### config.mk
export PLATFORM = sky130hd
export DESIGN_NAME = hta_top
export DESIGN_NICKNAME = d
export VERILOG_FILES = /design/src/rtl/hta_pkg.sv /design/src/rtl/hta_sync.sv /design/src/rtl/hta_sat_cnt.sv /design/src/rtl/hta_min_trk.sv /design/src/rtl/hta_top.sv
export SDC_FILE = /design/constraint.sdc
export NUM_CORES = 1
export LEC_CHECK = 0
export BUFFER_PORTS_ARGS = -buffer_cell sky130_fd_sc_hd__clkbuf_2
export CAP_MARGIN = 10
export CORE_MARGIN = 10
export CORE_UTILIZATION = 59
export CTS_CLUSTER_DIAMETER = 200
export DETAILED_ROUTE_END_ITERATION = 8
export GPL_TIMING_DRIVEN = 0
export PLACE_DENSITY = 0.79
export SYNTH_ARGS = -nofsm -noshare
export SYNTH_HDL_FRONTEND = slang
export SYNTH_SLANG_ARGS = --single-unit
### constraint.sdc
create_clock -name clk_i -period 2.7 [get_ports clk_i]
set_clock_uncertainty 0.1 [all_clocks]
set_input_delay 0 -clock clk_i [delete_from_list [all_inputs] [get_ports clk_i]]
set_output_delay 0 -clock clk_i [all_outputs]
set_load 0.01 [all_outputs]
### src/rtl/hta_pkg.sv
package hta_pkg;
  typedef enum logic [1:0] {
    ST_IDLE  = 2'd0,
    ST_ARMED = 2'd1,
    ST_RUN   = 2'd2
  } hta_state_e;

  localparam int SIG_HS  = 0;
  localparam int SIG_FLY = 1;
  localparam int SIG_AV  = 2;
  localparam int NSIG    = 3;
endpackage

### src/rtl/hta_sync.sv
// Two-flop synchronizer with one extra stage for edge detection.
module hta_sync #(
  parameter int N = 3
) (
  input  logic         clk_i,
  input  logic         rst_ni,
  input  logic [N-1:0] d_i,
  output logic [N-1:0] cur_o,
  output logic [N-1:0] prv_o
);
  logic [N-1:0] s1_q, s2_q, s3_q;

  always_ff @(posedge clk_i or negedge rst_ni) begin
    if (!rst_ni) begin
      s1_q <= '0;
      s2_q <= '0;
      s3_q <= '0;
    end else begin
      s1_q <= d_i;
      s2_q <= s1_q;
      s3_q <= s2_q;
    end
  end

  assign cur_o = s2_q;
  assign prv_o = s3_q;
endmodule

### src/rtl/hta_sat_cnt.sv
// Interval counter: restarts at 1 on an event, otherwise counts up to all-ones and holds.
module hta_sat_cnt #(
  parameter int W = 12
) (
  input  logic         clk_i,
  input  logic         rst_ni,
  input  logic         restart_i,
  output logic [W-1:0] cnt_o
);
  localparam logic [W-1:0] CMAX = '1;
  logic [W-1:0] cnt_q, cnt_d;

  always_comb begin
    cnt_d = cnt_q;
    if (restart_i)          cnt_d = W'(1);
    else if (cnt_q != CMAX) cnt_d = cnt_q + W'(1);
  end

  always_ff @(posedge clk_i or negedge rst_ni) begin
    if (!rst_ni) cnt_q <= CMAX;
    else         cnt_q <= cnt_d;
  end

  assign cnt_o = cnt_q;
endmodule

### src/rtl/hta_min_trk.sv
// Running minimum; nxt_o exposes the value including this cycle's update.
module hta_min_trk #(
  parameter int W = 12
) (
  input  logic         clk_i,
  input  logic         rst_ni,
  input  logic         clear_i,
  input  logic         upd_i,
  input  logic [W-1:0] val_i,
  output logic [W-1:0] nxt_o
);
  localparam logic [W-1:0] CMAX = '1;
  logic [W-1:0] min_q, min_d;

  always_comb begin
    min_d = min_q;
    if (clear_i)                     min_d = CMAX;
    else if (upd_i && val_i < min_q) min_d = val_i;
  end

  always_ff @(posedge clk_i or negedge rst_ni) begin
    if (!rst_ni) min_q <= CMAX;
    else         min_q <= min_d;
  end

  assign nxt_o = min_d;
endmodule

### src/rtl/hta_top.sv
module hta_top
  import hta_pkg::*;
#(
  parameter int CNT_W = 12,
  parameter int LINES = 4
) (
  input  logic             clk_i,
  input  logic             rst_ni,
  input  logic             start_i,
  input  logic             trig_line_i,
  input  logic             hsync_i,
  input  logic             hfly_i,
  input  logic             actv_i,
  output logic [CNT_W-1:0] res_h1_o,
  output logic [CNT_W-1:0] res_h2_o,
  output logic [CNT_W-1:0] res_h3_o,
  output logic [CNT_W-1:0] res_h4_o,
  output logic [CNT_W-1:0] res_h5_o,
  output logic [CNT_W-1:0] res_h6_o,
  output logic             done_o
);
  localparam int               LN_W = $clog2(LINES + 1);
  localparam logic [LN_W-1:0]  LAST = LN_W'(LINES - 1);
  localparam logic [CNT_W-1:0] CMAX = '1;

  // synchronized inputs and edges
  logic [NSIG-1:0] sig_cur, sig_prv;
  hta_sync #(.N(NSIG)) u_sync (
    .clk_i (clk_i),
    .rst_ni(rst_ni),
    .d_i   ({actv_i, hfly_i, hsync_i}),
    .cur_o (sig_cur),
    .prv_o (sig_prv)
  );

  logic hs_rise, fly_rise, fly_fall, av_rise, av_fall;
  assign hs_rise  =  sig_cur[SIG_HS]  & ~sig_prv[SIG_HS];
  assign fly_rise =  sig_cur[SIG_FLY] & ~sig_prv[SIG_FLY];
  assign fly_fall = ~sig_cur[SIG_FLY] &  sig_prv[SIG_FLY];
  assign av_rise  =  sig_cur[SIG_AV]  & ~sig_prv[SIG_AV];
  assign av_fall  = ~sig_cur[SIG_AV]  &  sig_prv[SIG_AV];

  // interval counters
  logic [CNT_W-1:0] pos_cnt, fly_cnt, avend_cnt;
  hta_sat_cnt #(.W(CNT_W)) u_cnt_line (
    .clk_i(clk_i), .rst_ni(rst_ni), .restart_i(hs_rise), .cnt_o(pos_cnt));
  hta_sat_cnt #(.W(CNT_W)) u_cnt_fly (
    .clk_i(clk_i), .rst_ni(rst_ni), .restart_i(fly_rise), .cnt_o(fly_cnt));
  hta_sat_cnt #(.W(CNT_W)) u_cnt_avend (
    .clk_i(clk_i), .rst_ni(rst_ni), .restart_i(av_fall), .cnt_o(avend_cnt));

  // control
  hta_state_e      state_q, state_d;
  logic [LN_W-1:0] lines_q, lines_d;
  logic            clr_win, commit, run_w;

  assign run_w = (state_q == ST_RUN);

  always_comb begin
    state_d = state_q;
    lines_d = lines_q;
    clr_win = 1'b0;
    commit  = 1'b0;
    if (start_i) begin
      state_d = ST_ARMED;
    end else begin
      unique case (state_q)
        ST_ARMED: if (hs_rise && trig_line_i) begin
          state_d = ST_RUN;
          lines_d = '0;
          clr_win = 1'b1;
        end
        ST_RUN: if (hs_rise) begin
          lines_d = lines_q + LN_W'(1);
          if (lines_q == LAST) begin
            commit  = 1'b1;
            state_d = ST_IDLE;
          end
        end
        default: ;
      endcase
    end
  end

  always_ff @(posedge clk_i or negedge rst_ni) begin
    if (!rst_ni) begin
      state_q <= ST_IDLE;
      lines_q <= '0;
    end else begin
      state_q <= state_d;
      lines_q <= lines_d;
    end
  end

  // window captures
  logic cap_hs, cap_ff, cap_ar;
  assign cap_hs = run_w & hs_rise;
  assign cap_ff = run_w & fly_fall;
  assign cap_ar = run_w & av_rise;

  logic [CNT_W-1:0] h1_nxt, h2_nxt;
  hta_min_trk #(.W(CNT_W)) u_min_h1 (
    .clk_i(clk_i), .rst_ni(rst_ni), .clear_i(clr_win),
    .upd_i(cap_ar), .val_i(pos_cnt), .nxt_o(h1_nxt));
  hta_min_trk #(.W(CNT_W)) u_min_h2 (
    .clk_i(clk_i), .rst_ni(rst_ni), .clear_i(clr_win),
    .upd_i(cap_hs), .val_i(avend_cnt), .nxt_o(h2_nxt));

  logic [CNT_W-1:0] sh3_q, sh4_q, sh5_q, sh6_q;
  logic [CNT_W-1:0] sh3_d, sh4_d, sh5_d, sh6_d;

  always_comb begin
    sh3_d = sh3_q;
    sh4_d = sh4_q;
    sh5_d = sh5_q;
    sh6_d = sh6_q;
    if (clr_win) begin
      sh3_d = CMAX;
      sh4_d = CMAX;
      sh5_d = CMAX;
      sh6_d = CMAX;
    end else begin
      if (cap_hs) begin
        sh3_d = pos_cnt;
        sh4_d = fly_cnt;
      end
      if (cap_ff) begin
        sh5_d = pos_cnt;
        sh6_d = fly_cnt;
      end
    end
  end

  always_ff @(posedge clk_i or negedge rst_ni) begin
    if (!rst_ni) begin
      sh3_q <= CMAX;
      sh4_q <= CMAX;
      sh5_q <= CMAX;
      sh6_q <= CMAX;
    end else begin
      sh3_q <= sh3_d;
      sh4_q <= sh4_d;
      sh5_q <= sh5_d;
      sh6_q <= sh6_d;
    end
  end

  // result registers, loaded together on commit
  logic done_d;
  always_comb begin
    done_d = done_o;
    if (start_i)     done_d = 1'b0;
    else if (commit) done_d = 1'b1;
  end

  always_ff @(posedge clk_i or negedge rst_ni) begin
    if (!rst_ni) begin
      res_h1_o <= '0;
      res_h2_o <= '0;
      res_h3_o <= '0;
      res_h4_o <= '0;
      res_h5_o <= '0;
      res_h6_o <= '0;
      done_o   <= 1'b0;
    end else begin
      done_o <= done_d;
      if (commit) begin
        res_h1_o <= h1_nxt;
        res_h2_o <= h2_nxt;
        res_h3_o <= sh3_d;
        res_h4_o <= sh4_d;
        res_h5_o <= sh5_d;
        res_h6_o <= sh6_d;
      end
    end
  end
endmodule

==> results.md <==
* Outcome: completed
* Setup CP Type: reg2reg
* Routed Antenna Nets at 0
* Total CTS buffers at 17
* Sink Count at 183
* Distinct cells, synth at 57
* Metal2 WL at 9180 um
* Flop and latch count out of synthesis at 183
* RSZ-0062 raised after global routing: false
* DR vias at 6214
* Die area at 19300 um2
* Switching power at 0.00164 W
* Clock share of power at 36.6%
* Sequential share of power at 52.3%
* Core area at 13900 um2
* Via density at 5.64
* Finish-stage setup viols at 0
* Share of the synthesized area in the top cell type at 30.2%
* Share of cells above drive strength 1 at 31.6%
* Vias in the first global route at 6273
* Hpwl dp at 13200 um
* Mean area per synthesized cell at 10.4 um2
* H-tree levels at 4
* GRT Residual Overflow at 0
* Drt first pass iters at 5
* CP Data Required Time at 2900 ps
* GP Congestion at 0.874
* Post-Syn Nets at 837
* Max Root-Sink Buffers at 2
* Max-cap viol count at 0
* Slew @ Worst Pin at 667 ps
* CP Max Fanout at 10
* DRC viols at 0
* DIE HEIGHT at 139 um
* Area delta synth->final at 15.2%
* CP Launch Type: flip-flop
* Combinational share of power at 11.1%
* Slowest cell on the critical path: dfstp_2
* Post-synthesis instance total at 803
* Buf/Inv on CP at 2
* R2r worst-path depth at 8
* Post-CTS Resized at 0
* GRT Util Overall at 19.5%
* Row count at 43
* Per-cell routed wire length at 17.0 um
* Post-synth EDFFs at 0
* Root Buffer Master: clkbuf_16
* Peak VDD IR at 0.469 mV
* Worst hold slack at 83.0 ps
* Synth top area cells: dfstp_2 (30%), dfrtp_1 (26%), nand2_1 (5.7%)
* Max-slew headroom at 55.5%
* 1st-iter DRT viols at 478
* Post-Syn Area at 8370 um2
* Final hold violation count at 0
* First-pass GRT wire length at 31300 um
* Async SR Flop Fraction at 100%
* Chain of cells forming the critical path: inv_1, ha_1, a21o_1, a211o_1, o221a_2, clkbuf_1, o21ai_0, a31oi_1
* Fin. max-slew vios at 0
* PwrDens at 650 nW/um2
* Sw Share at 26.2%
* Core Util, Final at 69.5%
* Internal at 0.00463 W
* Worst skew pair latency at 430 ps
* M1 WL at 8040 um
* Top delay family on crit path: compound AO/OA/AOI/OAI gates
* Leakage power at 4.72 nW
* Worst-path clk slew at 70 ps
* Boundary pin count at 80
* DP Area at 9020 um2
* Slowest stage delay, CP at 540 ps
* Die span in x at 139 um
* Yosys top cell by area: dfstp_2
* Final Instance Area at 9640 um2
* Synth Warn # at 0
* DR top layer: met4
* Initial core utilization at 60.3%
* # nets final at 943
* Achievable Freq at 399 MHz
* Crit path depth at 8
* Initial antenna violation count at 0
* Clock period minus worst slack at 2510 ps
* Top cells by count, synth: nand2_1 (128), dfstp_2 (96), dfrtp_1 (87)
* Largest net degree at the start of global routing at 99
* WL met3 at 1280 um
* Number of port buffers at 79
* # diodes at 0
* WP data arrival at 2710 ps
* Post CTS Setup Buffer Count at 0
* CP endpoint kind: flip-flop
* Count leader, synth: nand2_1
* Top_reg_cell synth: dfstp_2
* Setup TNS at 0 ps
* Final period util at 92.9%
* Tightest Hold Check Type: in2async
* CTS tree: done
* Sequential-to-total area share from yosys stat at 56.2%
* Drt total wl at 18700 um
-- cells by family after synthesis --
family	share of synthesized area, %
adder cells (fa/ha/maj)	4.04
XOR/XNOR	2.09
flip-flops	56.2
AO/OA/AOI/OAI	7.72
buffers and inverters	4.83
AND/OR/NAND/NOR	19.6
multiplexers	5.58
-- flip-flops by register name, summed over array words and instances (netlist names), 12 cells and up --
register	count
u_cnt_fly.cnt_o	12
u_cnt_line.cnt_o	12
res_h5_o	12
sh4_q	12
u_cnt_avend.cnt_o	12
res_h3_o	12
u_min_h2.min_q	12
sh6_q	12
res_h4_o	12
res_h6_o	12
sh5_q	12
res_h2_o	12
res_h1_o	12
u_min_h1.min_q	12
-- what timing repair did --
action,in CTS,in global routing
hold endpoints to repair,94,0
setup endpoints to repair,0,0
hold buffers,7,0
-- power by group through the flow --
| stage | logic, W | clock network (W) | registers (W) |
|---|---|---|---|
| after floorplan | 0.000491 | 0 | 0.00326 |
| after global placement | 0.000645 | 0 | 0.00331 |
| after detailed placement | 0.000676 | 0 | 0.00331 |
| after CTS | 0.000698 | 0.00234 | 0.00327 |
| after global routing | 0.000800 | 0.00245 | 0.00330 |
| final | 0.000696 | 0.00230 | 0.00328 |
-- cells in the final DEF, fill, tap and decap left out, types with 3 or more instances in the layout --
cell type,netlist,routed
nand4_1,9,9
ha_1,27,27
o21ai_0,27,27
xnor2_1,9,9
clkbuf_16,0,17
nor3b_1,4,4
buf_4,5,5
nor3_1,7,7
nand2_1,128,128
dlygate4sd3_1,0,7
mux2_2,37,37
inv_1,28,28
a21oi_1,19,19
clkbuf_1,21,24
nor2_1,68,68
clkbuf_8,0,4
and3_1,5,5
xor2_1,11,11
or3_1,4,4
dfrtp_1,87,87
nand3_2,8,8
buf_6,4,4
nor2b_1,3,3
clkbuf_2,2,80
o21ai_1,3,3
clkinvlp_4,0,7
nand3_1,84,84
mux2i_1,5,5
a21o_1,4,4
nand2b_1,5,5
dfstp_2,96,96
o211ai_1,6,6
a31oi_1,29,29
buf_2,18,18
and4_1,3,3
and2_1,4,4
a211o_1,3,3
-- layer usage --
layer	vias up	global-route usage, %
li1	2957	-
met1	3020	24.6
met2	218	31.7
met3	19	5.99
met4	0	5.60
met5	-	0
-- stage by stage --
stage / setup WS [ps] / power (W) / instances
6_report: 191 / 0.00627 / 1102
5_1_grt: 110 / 0.00655 / 1102
4_1_cts: 223 / 0.00631 / 1102
3_5_place_dp: 281 / 0.00399 / 1063
3_3_place_gp: -1650 / 0.00395 / 1062
2_1_floorplan: 525 / 0.00375 / 803
-- layout make-up --
cell class	instances	area, um2
Timing Repair Buffer	87	502
Inverter	28	105
Clock inverter	9	70.1
Tap cell	180	225
Fill cell	1091	4240
Clock buffer	23	478
Multi-Input combinational cell	538	3260
Sequential cell	183	4700
Buffer	54	299
-- worst paths after layout --
path,from,end,slack [ps]
max reg2reg,u_min_h2.min_q[5],res_h2_o[6],190
min,rst_ni,res_h2_o[3],80
min in group clk_i,hsync_i,u_sync.s1_q[0],120
min reg2reg,u_sync.s1_q[0],u_sync.cur_o[0],250
max,u_min_h2.min_q[5],res_h2_o[6],190
max in group asynchronous,rst_ni,u_min_h1.min_q[1],1490
No activity file was read; power rests on OpenSTA's default activity.
